[src/rtl/blk_pkg.sv]
package blk_pkg;
  typedef enum logic [1:0] {
    ST_IDLE  = 2'd0,
    ST_READ  = 2'd1,
    ST_WRITE = 2'd2,
    ST_FIN   = 2'd3
  } blk_state_t;

  typedef struct packed {
    logic cmp;
    logic dec;
    logic rep;
  } blk_op_t;
endpackage

[src/rtl/blk_cmp.sv]
module blk_cmp #(
  parameter int DATA_W = 8
) (
  input  logic [DATA_W-1:0] key,
  input  logic [DATA_W-1:0] data,
  output logic              eq,
  output logic              neg
);
  logic [DATA_W-1:0] diff;

  always_comb begin
    diff = key - data;
    eq   = (diff == '0);
    neg  = diff[DATA_W-1];
  end
endmodule

[src/rtl/blk_seq.sv]
module blk_seq
  import blk_pkg::*;
(
  input  logic       clk,
  input  logic       rst_n,
  input  logic       start,
  input  blk_op_t    op_in,
  input  logic       mem_ack,
  input  logic       more,
  output blk_state_t state_q,
  output blk_op_t    op_q,
  output logic       load,
  output logic       rd_fire,
  output logic       step_end
);
  blk_state_t state_d;
  blk_op_t    op_d;
  logic       op_en;

  always_comb begin
    load     = start && (state_q == ST_IDLE);
    rd_fire  = (state_q == ST_READ) && mem_ack;
    step_end = (rd_fire && op_q.cmp) || ((state_q == ST_WRITE) && mem_ack);
    op_en    = load;
    op_d     = op_in;
    state_d  = state_q;
    case (state_q)
      ST_IDLE:  if (load) state_d = ST_READ;
      ST_READ:  if (mem_ack) begin
                  if (!op_q.cmp)  state_d = ST_WRITE;
                  else if (more)  state_d = ST_READ;
                  else            state_d = ST_FIN;
                end
      ST_WRITE: if (mem_ack) state_d = more ? ST_READ : ST_FIN;
      ST_FIN:   state_d = ST_IDLE;
      default:  state_d = ST_IDLE;
    endcase
  end

  always_ff @(posedge clk or negedge rst_n) begin
    if (!rst_n) begin
      state_q <= ST_IDLE;
      op_q    <= '0;
    end else begin
      state_q <= state_d;
      if (op_en) op_q <= op_d;
    end
  end
endmodule

[src/rtl/blk_datapath.sv]
module blk_datapath
  import blk_pkg::*;
#(
  parameter int ADDR_W = 16,
  parameter int CNT_W  = 16,
  parameter int DATA_W = 8
) (
  input  logic              clk,
  input  logic              rst_n,
  input  logic              load,
  input  logic              rd_fire,
  input  logic              step_end,
  input  blk_op_t           op_q,
  input  logic [ADDR_W-1:0] src_in,
  input  logic [ADDR_W-1:0] dst_in,
  input  logic [CNT_W-1:0]  cnt_in,
  input  logic [DATA_W-1:0] key_in,
  input  logic [DATA_W-1:0] rdata,
  output logic [ADDR_W-1:0] src_q,
  output logic [ADDR_W-1:0] dst_q,
  output logic [CNT_W-1:0]  cnt_q,
  output logic [DATA_W-1:0] byte_q,
  output logic              z_q,
  output logic              s_q,
  output logic              pv_q,
  output logic              more
);
  localparam logic [ADDR_W-1:0] ONE_A = ADDR_W'(1);
  localparam logic [CNT_W-1:0]  ONE_C = CNT_W'(1);

  logic [DATA_W-1:0] key_q, key_d, byte_d;
  logic [ADDR_W-1:0] src_d, dst_d, src_step, dst_step;
  logic [CNT_W-1:0]  cnt_d, cnt_step;
  logic              z_d, s_d, pv_d;
  logic              eq, neg;
  logic              ptr_en, dst_en, flag_en, key_en, byte_en;

  blk_cmp #(.DATA_W(DATA_W)) u_cmp (
    .key  (key_q),
    .data (rdata),
    .eq   (eq),
    .neg  (neg)
  );

  always_comb begin
    src_step = op_q.dec ? (src_q - ONE_A) : (src_q + ONE_A);
    dst_step = op_q.dec ? (dst_q - ONE_A) : (dst_q + ONE_A);
    cnt_step = cnt_q - ONE_C;
    more     = op_q.rep && (cnt_step != '0) && !(op_q.cmp && eq);

    ptr_en   = load || step_end;
    dst_en   = load || (step_end && !op_q.cmp);
    flag_en  = step_end;
    key_en   = load;
    byte_en  = rd_fire;

    src_d  = load ? src_in : src_step;
    dst_d  = load ? dst_in : dst_step;
    cnt_d  = load ? cnt_in : cnt_step;
    key_d  = key_in;
    byte_d = rdata;
    pv_d   = (cnt_step != '0);
    z_d    = op_q.cmp ? eq  : z_q;
    s_d    = op_q.cmp ? neg : s_q;
  end

  always_ff @(posedge clk or negedge rst_n) begin
    if (!rst_n) begin
      src_q  <= '0;
      dst_q  <= '0;
      cnt_q  <= '0;
      key_q  <= '0;
      byte_q <= '0;
      z_q    <= 1'b0;
      s_q    <= 1'b0;
      pv_q   <= 1'b0;
    end else begin
      if (ptr_en)  src_q  <= src_d;
      if (ptr_en)  cnt_q  <= cnt_d;
      if (dst_en)  dst_q  <= dst_d;
      if (key_en)  key_q  <= key_d;
      if (byte_en) byte_q <= byte_d;
      if (flag_en) begin
        z_q  <= z_d;
        s_q  <= s_d;
        pv_q <= pv_d;
      end
    end
  end
endmodule

[src/rtl/blkmove_engine.sv]
module blkmove_engine
  import blk_pkg::*;
#(
  parameter int ADDR_W = 16,
  parameter int CNT_W  = 16,
  parameter int DATA_W = 8
) (
  input  logic              clk,
  input  logic              rst_n,
  input  logic              start,
  input  logic              op_cmp,
  input  logic              dir_dec,
  input  logic              op_rep,
  input  logic [ADDR_W-1:0] src_in,
  input  logic [ADDR_W-1:0] dst_in,
  input  logic [CNT_W-1:0]  cnt_in,
  input  logic [DATA_W-1:0] key_in,
  output logic              mem_req,
  output logic              mem_we,
  output logic [ADDR_W-1:0] mem_addr,
  output logic [DATA_W-1:0] mem_wdata,
  input  logic              mem_ack,
  input  logic [DATA_W-1:0] mem_rdata,
  output logic              busy,
  output logic              done,
  output logic [ADDR_W-1:0] src_out,
  output logic [ADDR_W-1:0] dst_out,
  output logic [CNT_W-1:0]  cnt_out,
  output logic              flag_z,
  output logic              flag_s,
  output logic              flag_pv
);
  logic       rst_meta_n, rst_sync_n;
  blk_state_t state_q;
  blk_op_t    op_in, op_q;
  logic       load, rd_fire, step_end, more;
  logic [DATA_W-1:0] byte_q;

  always_ff @(posedge clk or negedge rst_n) begin
    if (!rst_n) begin
      rst_meta_n <= 1'b0;
      rst_sync_n <= 1'b0;
    end else begin
      rst_meta_n <= 1'b1;
      rst_sync_n <= rst_meta_n;
    end
  end

  assign op_in = '{cmp: op_cmp, dec: dir_dec, rep: op_rep};

  blk_seq u_seq (
    .clk      (clk),
    .rst_n    (rst_sync_n),
    .start    (start),
    .op_in    (op_in),
    .mem_ack  (mem_ack),
    .more     (more),
    .state_q  (state_q),
    .op_q     (op_q),
    .load     (load),
    .rd_fire  (rd_fire),
    .step_end (step_end)
  );

  blk_datapath #(.ADDR_W(ADDR_W), .CNT_W(CNT_W), .DATA_W(DATA_W)) u_dp (
    .clk      (clk),
    .rst_n    (rst_sync_n),
    .load     (load),
    .rd_fire  (rd_fire),
    .step_end (step_end),
    .op_q     (op_q),
    .src_in   (src_in),
    .dst_in   (dst_in),
    .cnt_in   (cnt_in),
    .key_in   (key_in),
    .rdata    (mem_rdata),
    .src_q    (src_out),
    .dst_q    (dst_out),
    .cnt_q    (cnt_out),
    .byte_q   (byte_q),
    .z_q      (flag_z),
    .s_q      (flag_s),
    .pv_q     (flag_pv),
    .more     (more)
  );

  always_comb begin
    mem_req   = (state_q == ST_READ) || (state_q == ST_WRITE);
    mem_we    = (state_q == ST_WRITE);
    mem_addr  = (state_q == ST_WRITE) ? dst_out : src_out;
    mem_wdata = byte_q;
    busy      = mem_req;
    done      = (state_q == ST_FIN);
  end
endmodule

[config.mk]
export PLATFORM = sky130hd
export DESIGN_NAME = blkmove_engine
export DESIGN_NICKNAME = d
export VERILOG_FILES = /design/src/rtl/blk_pkg.sv /design/src/rtl/blk_cmp.sv /design/src/rtl/blk_seq.sv /design/src/rtl/blk_datapath.sv /design/src/rtl/blkmove_engine.sv
export SDC_FILE = /design/constraint.sdc
export NUM_CORES = 1
export LEC_CHECK = 0
export ABC_AREA = 1
export CAP_MARGIN = 20
export CORE_MARGIN = 10
export CORE_UTILIZATION = 50
export DETAILED_ROUTE_END_ITERATION = 6
export PLACE_DENSITY = 0.8
export RECOVER_POWER = 100
export SYNTH_ARGS = -nofsm -noshare
export SYNTH_HDL_FRONTEND = slang
export SYNTH_HIERARCHICAL = 1
export SYNTH_SLANG_ARGS = --single-unit
[constraint.sdc]
create_clock -name clk -period 2.85 [get_ports clk]
set_input_delay 0.57 -clock clk [delete_from_list [all_inputs] [get_ports clk]]
set_output_delay 0.57 -clock clk [all_outputs]
set_load 0.02 [all_outputs]
== Word level (Yosys, flattened, before mapping) ==
Cells that the tools add are included.

* Bits in registers: 74
* Input port bits: 71
* Output and inout port bits: 79
* Word-level logic and storage cells: 57

* Add/subtract/negate cells: 6
* Equality and inequality tests: 6
* Mux-type cells: 12
* Reductions and logical operators: 19

{| class="wikitable"
|+ Operator list
! kind !! number
|-
| $mux 16 || 6
|-
| $sub 16x1->16 const B || 3
|-
| $add 16x1->16 const B || 2
|-
| $reduce_bool 16->1 || 1
|-
| $mux 2 || 5
|-
| $logic_and 1x1->1 || 8
|-
| $logic_not 8->1 || 1
|-
| $pmux 2 s4 || 1
|-
| $sub 8x8->8 || 1
|-
| $eq 2x2->1 const B || 2
|-
| $logic_or 1x1->1 || 4
|-
| $ne 2x1->1 const B || 2
|-
| $reduce_and 3->1 || 1
|-
| $eq 2x1->1 const B || 1
|-
| $logic_not 1->1 || 2
|-
| $logic_not 2->1 || 1
|-
| $ne 2x2->1 const B || 1
|-
| $reduce_and 2->1 || 1
|}

== Logic depth before layout (Yosys ltp) ==
Gate-level depths: netlist of run 1.

* Depth in word-level cells: 9
* Gate-level depth with buffers: 20
* Gate-level depth less buffers: 20

== By module ==
The synthesis of run 1 kept the hierarchy.

{| class="wikitable"
|+ By module, submodules not included
! module !! instances !! cells each !! area each (µm²) !! sequential area each (µm²)
|-
| blk_datapath || 1 || 673 || 4824.6 || 1676.6
|-
| blk_cmp || 1 || 84 || 456.7 || 0.0
|-
| blkmove_engine || 1 || 60 || 337.8 || 50.0
|-
| blk_seq || 1 || 40 || 272.8 || 125.1
|}

== Least setup slack after synthesis of run 1 ==
Ideal clock, no wire load.

* Path kind: reg-to-reg
* Start point: reg, netlist name u_seq/op_q[1]
* End point: reg u_dp.dst_q[14]
* Setup time: 0.123 ns
* Arrival time: 2.394 ns
* Data required time: 2.727 ns
* Setup slack: 0.333 ns
* Stages on the path, launching flop included: 13
* Buffers on the path: 0
* Clock period less this slack: 2.517 ns
* Cells stage by stage: dfrtp_1 -> inv_1 -> fa_1 -> inv_1 -> nand3_1 -> nand2_1 -> nand2_1 -> nand2_1 -> nand3_1 -> nand3_1 -> nand2_1 -> o21ai_0 -> nand2_1

* Word-level cells in the longest chain between the ends: 2

{| class="wikitable"
|+ Ends and longest elaborated chain
! item !! line !! text
|-
| $mux 16 || blk_datapath.sv:47 || <nowiki>dst_step = op_q.dec ? (dst_q - ONE_A) : (dst_q + ONE_A);</nowiki>
|-
| $mux 16 || blk_datapath.sv:58 || <nowiki>dst_d = load ? dst_in : dst_step;</nowiki>
|-
| end signal: assignment || blk_datapath.sv:80 || <nowiki>if (dst_en) dst_q <= dst_d;</nowiki>
|-
| end: declaration || blk_datapath.sv:20 || <nowiki>output logic [ADDR_W-1:0] dst_q,</nowiki>
|}

No other way between the ends.
A chain may end at the register's enable or synchronous reset.

== Final worst setup path of run 1 ==
* Start point: reg u_seq.state_q[0]
* End point: out mem_addr[4]

* Word-level cells in the longest chain between the ends: 2

{| class="wikitable"
|+ Ends and longest elaborated chain
! item !! line !! text
|-
| start: declaration || blk_seq.sv:10 || <nowiki>output blk_state_t state_q,</nowiki>
|-
| start signal: assignment || blk_seq.sv:45 || <nowiki>state_q <= state_d;</nowiki>
|-
| $eq 2x2->1 || blkmove_engine.sv:90 || <nowiki>mem_addr = (state_q == ST_WRITE) ? dst_out : src_out;</nowiki>
|-
| $mux 16 || blkmove_engine.sv:90 ||
|-
| end: declaration || blkmove_engine.sv:20 || <nowiki>output logic [ADDR_W-1:0] mem_addr,</nowiki>
|}

No other way between the ends.

==> flow_summary.json, run 1 <==
{
  "syn_inst": 857,
  "layout_setup_ws_ns": 0.123,
  "fp.dieW_um": 129,
  "leakagePower_nw": 3.93,
  "synthFlopType": "dfrtp_1",
  "grt_pass1_wl_um": 29000,
  "clk_latency_ns": 0.34,
  "p_total_mw": 10.3,
  "final_design_area_no_fill_mm2": 0.00777,
  "die-area_mm2": 0.0165,
  "clock_sinks": 74,
  "outcome": "finished with violations",
  "setup_viol": 0,
  "synthArstFlopShare_pct": 100,
  "gp_congestion": 0.906,
  "clock_skew_ns": 0.00496,
  "rsz0062_at_grt": "false",
  "ant_nets": 0,
  "hpwl_um": 14000,
  "hold_class": "reg -> reg",
  "path_class": "reg -> out",
  "viasPerCell": 5.31,
  "nets": 1123,
  "rows": 39,
  "setup_tns_ns": 0,
  "clockBufferDepth": 2,
  "layout_common_cells": "nand2_1 (312), inv_1 (93), clkdlybuf4s50_1 (80), dfrtp_1 (74), nor2_1 (72)",
  "clock-root-buffer": "clkbuf_16",
  "dr_total_vias": 6145,
  "yosysSeqAreaShare_pct": 31.4,
  "grt_usage_pct": 21.3,
  "ys_ff_latch": 74,
  "antenna_found_initial": 0,
  "cp_data_arrival_time_ns": 2.16,
  "crit_start": "u_seq/state_q[0]",
  "synth_edf_count": 0,
  "reg2reg_slack_ns": 0.33,
  "yosysWarnings": 6,
  "cp-end-kind": "output pin",
  "cp_max_fo": 18,
  "peakVddDrop_mv": 0.692,
  "tightest_slew_ns": 1.66,
  "grt_start_max_net_pins": 39,
  "layout-drive-gt1-share_pct": 6.31,
  "core_area_mm2": 0.0115,
  "relSlewSlack_pct": -10.4,
  "route.detailed.wl_per_inst_um": 15.6,
  "finalHoldViolations": 0,
  "hold_slack_ns": 0.362,
  "ys_types": 42,
  "diodes": 0,
  "drt-pass1-iter-count": 7,
  "post_cts_buffers": 0,
  "nFillCells": 1028,
  "netlist_area_mm2": 0.00589,
  "io_buffers": 149,
  "route.detailed.drc": 2,
  "cts_inserted_buffers": 9,
  "max_freq_ghz": 0.367,
  "grt_overflow_total": 0,
  "layout_commonest_cell": "nand2_1",
  "drv_slew": 39,
  "area_growth_pct": 31.8,
  "cp-start-kind": "flip-flop",
  "cts_hold_repair.buffers": 0,
  "syn_nets": 970,
  "holdCritStartpoint": "rst_meta_n",
  "start_util_pct": 51.4,
  "place_ws_ns": -0.0579,
  "rr_startpoint": "u_seq/op_q[1]",
  "drt-total-wl_um": 18000,
  "cts_tree": "done",
  "cap_violations": 1,
  "violations": "DRC, capacitance limit, slew limit",
  "syn_area_per_cell_um2": 6.88,
  "htree_levels": 3,
  "power_density_mw_per_mm2": 1330,
  "fin_crit_ns": 2.73,
  "post_cts_resized": 0,
  "drtIter0Drc": 528,
  "cp_data_required_time_ns": 2.28,
  "grt_pass1_vias": 6028,
  "min_period_over_period_pct": 95.7,
  "io_pins": 150,
  "die_h_um": 129,
  "clkSlewWorstSetupHoldPaths_ns": 0.06,
  "post_dp_cell_area_mm2": 0.00755
}
## path summary, 6_finish.rpt
path                             endpoint  depth (start not counted)
max                           mem_addr[4]                          7
min                            rst_sync_n                          0
min in group asynchronous      rst_meta_n                          1
min reg2reg                    rst_sync_n                          0
max in group asynchronous   u_seq/op_q[0]                          1
max reg2reg                u_dp/dst_q[14]                         13
## sequential cells by signal, indices dropped and copies added, names as in the netlist, 2 cells and up
signal / count
u_dp/byte_q: 8
u_dp/key_q: 8
u_dp/dst_q: 16
u_seq/state_q: 2
u_dp/cnt_q: 16
u_dp/src_q: 16
u_seq/op_q: 3
## Yosys cell counts (all sizes together) (5+ instances only)
cell / instances / share of area [%]
o21bai: 6 / 0.76
xor2: 7 / 1.0
dfrtp: 74 / 31
nor2: 81 / 5.8
a22oi: 7 / 0.89
clkbuf: 6 / 0.38
buf: 14 / 1.7
o21ai: 29 / 2.5
nand4: 7 / 0.74
a21oi: 35 / 3.0
nor3: 5 / 0.42
ha: 39 / 8.3
a21o: 5 / 0.64
o211ai: 13 / 1.7
nand3: 56 / 4.8
xnor2: 10 / 1.6
nand3b: 6 / 0.76
nand2: 321 / 21
inv: 99 / 6.4
mux2: 9 / 1.7
o221ai: 13 / 1.9
## layer usage
| metal | track usage, % | wire length [um] | vias to the layer above |
|---|---|---|---|
| li1 | - | - | 3087 |
| met1 | 25.1 | 7690 | 2841 |
| met2 | 36.1 | 8510 | 194 |
| met3 | 7.35 | 1520 | 23 |
| met4 | 6.29 | 300 | 0 |
| met5 | 0 | 0 | - |
## through the flow
stage / cells / util [%]
2_1_floorplan: 857 / -
3_3_place_gp: 1142 / 65.9
3_5_place_dp: 1142 / 65.9
4_1_cts: 1158 / 68.3
5_1_grt: 1158 / 67.7
6_report: 1158 / 67.7
## critical path: stages, from the launching register on
cell and delay [ns]:
dfrtp_1 0.45, inv_1 0.07, ha_1 0.19, buf_4 0.20
inv_6 0.13, nand2_1 0.06, nand2_1 0.05, clkdlybuf4s50_1 0.65
## where the power goes
group / switching [mW] / internal [mW]
sequential: 0.586 / 1.56
clock: 0.488 / 0.594
combinational: 4.33 / 2.78
## layout make-up
cell class / instances / area, um2 / area share, %
clock buffer: 9 / 225 / 2.90
clock inverter: 7 / 53.8 / 0.693
inverter: 99 / 377 / 4.85
multi-input combinational: 664 / 3530 / 45.4
sequential: 74 / 1850 / 23.8
tap: 143 / 179 / 2.30
timing repair buffer: 162 / 1550 / 20.0
## kinds of logic after synthesis
family	count (synthesis)	synth area share [%]
compound gates	116	12.3
simple gates	479	34.1
flops	74	31.4
buf+inv	119	8.43
xor+xnor	17	2.65
mux	9	1.72
other cells	1	0.0636
fa+ha+maj	42	9.30
(Power assumes the default switching activity.)
==> run 2, diff against run 1 <==
--- a/config.mk
+++ b/config.mk
@@ -8,9 +8,9 @@
 export ABC_AREA = 1
 export CAP_MARGIN = 20
 export CORE_MARGIN = 10
-export CORE_UTILIZATION = 50
+export CORE_UTILIZATION = 47
 export DETAILED_ROUTE_END_ITERATION = 6
-export PLACE_DENSITY = 0.8
+export PLACE_DENSITY = 0.76
 export RECOVER_POWER = 100
 export SYNTH_ARGS = -nofsm -noshare
 export SYNTH_HDL_FRONTEND = slang
==> run 2 against run 1 <==
Effect of this change: the flow now finishes without violations; core utilization down 3.6 points; first-iteration DRC count decreased by 8.5%; hold slack got worse by 0.0050 ns; critical endpoint is now mem_addr[1].
==> flow_summary.json, run 2 (synthesis gave the netlist of run 1 again) <==
{
  "outcome": "complete, no violations",
  "drt-pass1-iter-count": 5,
  "fp.dieW_um": 132,
  "rows": 40,
  "clock_skew_ns": 0.00755,
  "power_density_mw_per_mm2": 1320,
  "p_int_mw": 4.93,
  "cp_data_arrival_time_ns": 2.16,
  "swShare_pct": 51.9,
  "clock-root-buffer": "clkbuf_16",
  "dr_total_vias": 5979,
  "cp-start-kind": "flip-flop",
  "leakagePower_nw": 3.93,
  "htree_levels": 3,
  "rsz0062_at_grt": "false",
  "drt-total-wl_um": 17500,
  "p_comb_share_pct": 68.9,
  "relSlewSlack_pct": 9.46,
  "crit_path_end": "mem_addr[1]",
  "core_area_mm2": 0.0122,
  "crit_path_top_delay_cell": "clkdlybuf4s50_1",
  "diodes": 0,
  "ant_nets": 0,
  "route.detailed.drc": 0,
  "setup_viol": 0,
  "reg_top3": "u_dp/cnt_q (16), u_dp/dst_q (16), u_dp/src_q (16)",
  "path_class": "reg -> out",
  "cts_inserted_buffers": 9,
  "groute.layer.met3.usage_pct": 5.53,
  "layout_commonest_cell": "nand2_1",
  "rr_endpoint": "u_seq/state_q[1]",
  "power.switching_mw": 5.33,
  "grt_usage_pct": 19.7,
  "hpwl_um": 13900,
  "clockBufferDepth": 2,
  "nFillCells": 1166,
  "crit_family": "buffers and inverters",
  "critPathBufInv": 4,
  "io_pins": 150,
  "rr_startpoint": "u_dp/cnt_q[0]",
  "start_util_pct": 48.4,
  "p_total_mw": 10.3,
  "cp-end-kind": "output pin",
  "grt_pass1_wl_um": 28700,
  "die-area_mm2": 0.0174,
  "max_freq_ghz": 0.366,
  "nets": 1124,
  "clkSlewWorstSetupHoldPaths_ns": 0.06,
  "drtIter0Drc": 483,
  "viasPerCell": 5.05,
  "hold_slack_ns": 0.357,
  "crit_start": "u_seq/state_q[0]",
  "grt_overflow_total": 0,
  "crit_path_frequent_cell": "nand2_1",
  "use_met2_pct": 31.0,
  "clock_sinks": 74,
  "fin_crit_ns": 2.73,
  "area_growth_pct": 32.4,
  "cts_tree": "done",
  "min_period_over_period_pct": 95.9,
  "r2r_cells": 15,
  "p_seq_share_pct": 20.6,
  "ff_latch_area_mm2": 0.00185,
  "finalHoldViolations": 0,
  "peakVddDrop_mv": 0.680,
  "reg2reg_slack_ns": 0.39,
  "grt_pass1_vias": 5757,
  "post_cts_resized": 0,
  "cp_max_fo": 18,
  "cp_data_required_time_ns": 2.28,
  "worst-path-stages": 7,
  "multiInputGateArea_mm2": 0.00353,
  "cts_hold_repair.buffers": 0,
  "tightest_slew_ns": 1.36,
  "layout_common_cells": "nand2_1 (312), inv_1 (94), clkdlybuf4s50_1 (80), dfrtp_1 (74), nor2_1 (72)",
  "hold_class": "reg -> reg",
  "p_clk_share_pct": 10.5,
  "grt_most_used_layer": "met2",
  "whs_path_depth": 0,
  "cap_violations": 0,
  "clk_latency_ns": 0.35,
  "layout-drive-gt1-share_pct": 6.10,
  "gp_congestion": 0.912,
  "use_met1_pct": 25.3,
  "route.detailed.wl_per_inst_um": 14.8,
  "post_cts_buffers": 0,
  "drv_slew": 0,
  "grt_start_max_net_pins": 33,
  "crit_chain": "inv_1 -> ha_1 -> buf_4 -> inv_6 -> nand2_1 -> nand2_1 -> clkdlybuf4s50_1",
  "antenna_found_initial": 0,
  "die_h_um": 132,
  "max_stage_delay_ns": 0.65,
  "io_buffers": 149
}
## run 2: changes by cell type in the layout (fill, tap and decap cells not counted)
cell and change:
o21ai_1 -1, clkbuf_2 -2, clkinv_4 -2, clkbuf_1 +2
o21ai_0 +1, inv_2 -1, clkinv_2 +1, inv_1 +1
buf_4 +2
## run 2: worst min-delay path by stage
stage          startpoint    endpoint  slack [ns]
6_report       rst_meta_n  rst_sync_n        0.36
5_1_grt        rst_meta_n  rst_sync_n        0.37
4_1_cts        rst_meta_n  rst_sync_n        0.36
3_5_place_dp   rst_meta_n  rst_sync_n        0.34
3_3_place_gp   rst_meta_n  rst_sync_n        0.33
2_1_floorplan       rst_n  rst_meta_n        0.27
## run 2: layout make-up
cell class	count	area share [%]
clock buffers	10	2.94
clock inverters	6	0.529
inverters	99	4.83
multi-input cells	664	45.2
flip-flops and latches	74	23.7
well taps	168	2.70
repair buffers	163	20.0
## run 2: routing by layer
layer,vias up,part of all wire (%)
met4,0,2.7
met5,-,0
li1,3092,-
met2,166,46
met3,27,6.5
met1,2694,45
## run 2: power groups by stage
stage | Combinational (mW) | Clock [mW] | Sequential (mW)
CTS | 7.31 | 1.10 | 2.15
detailed placement | 7.27 | 0 | 2.16
global route | 7.90 | 1.14 | 2.20
finish | 7.07 | 1.07 | 2.12
floorplan | 4.46 | 0 | 2.54
global placement | 7.18 | 0 | 2.16
## run 2: through the flow
stage | cells | area, um2 | setup TNS [ns] | worst slack, ns | utilization [%]
after floorplan | 857 | 5890 | 0 | 0.333 | -
after detailed placement | 1168 | 7580 | -0.0674 | -0.0674 | 62.3
after global routing | 1184 | 7800 | 0 | 0.00321 | 64.1
after CTS | 1184 | 7850 | 0 | 0.0733 | 64.5
final | 1184 | 7800 | 0 | 0.118 | 64.1
after global placement | 1168 | 7580 | 0 | 0.00897 | 62.3
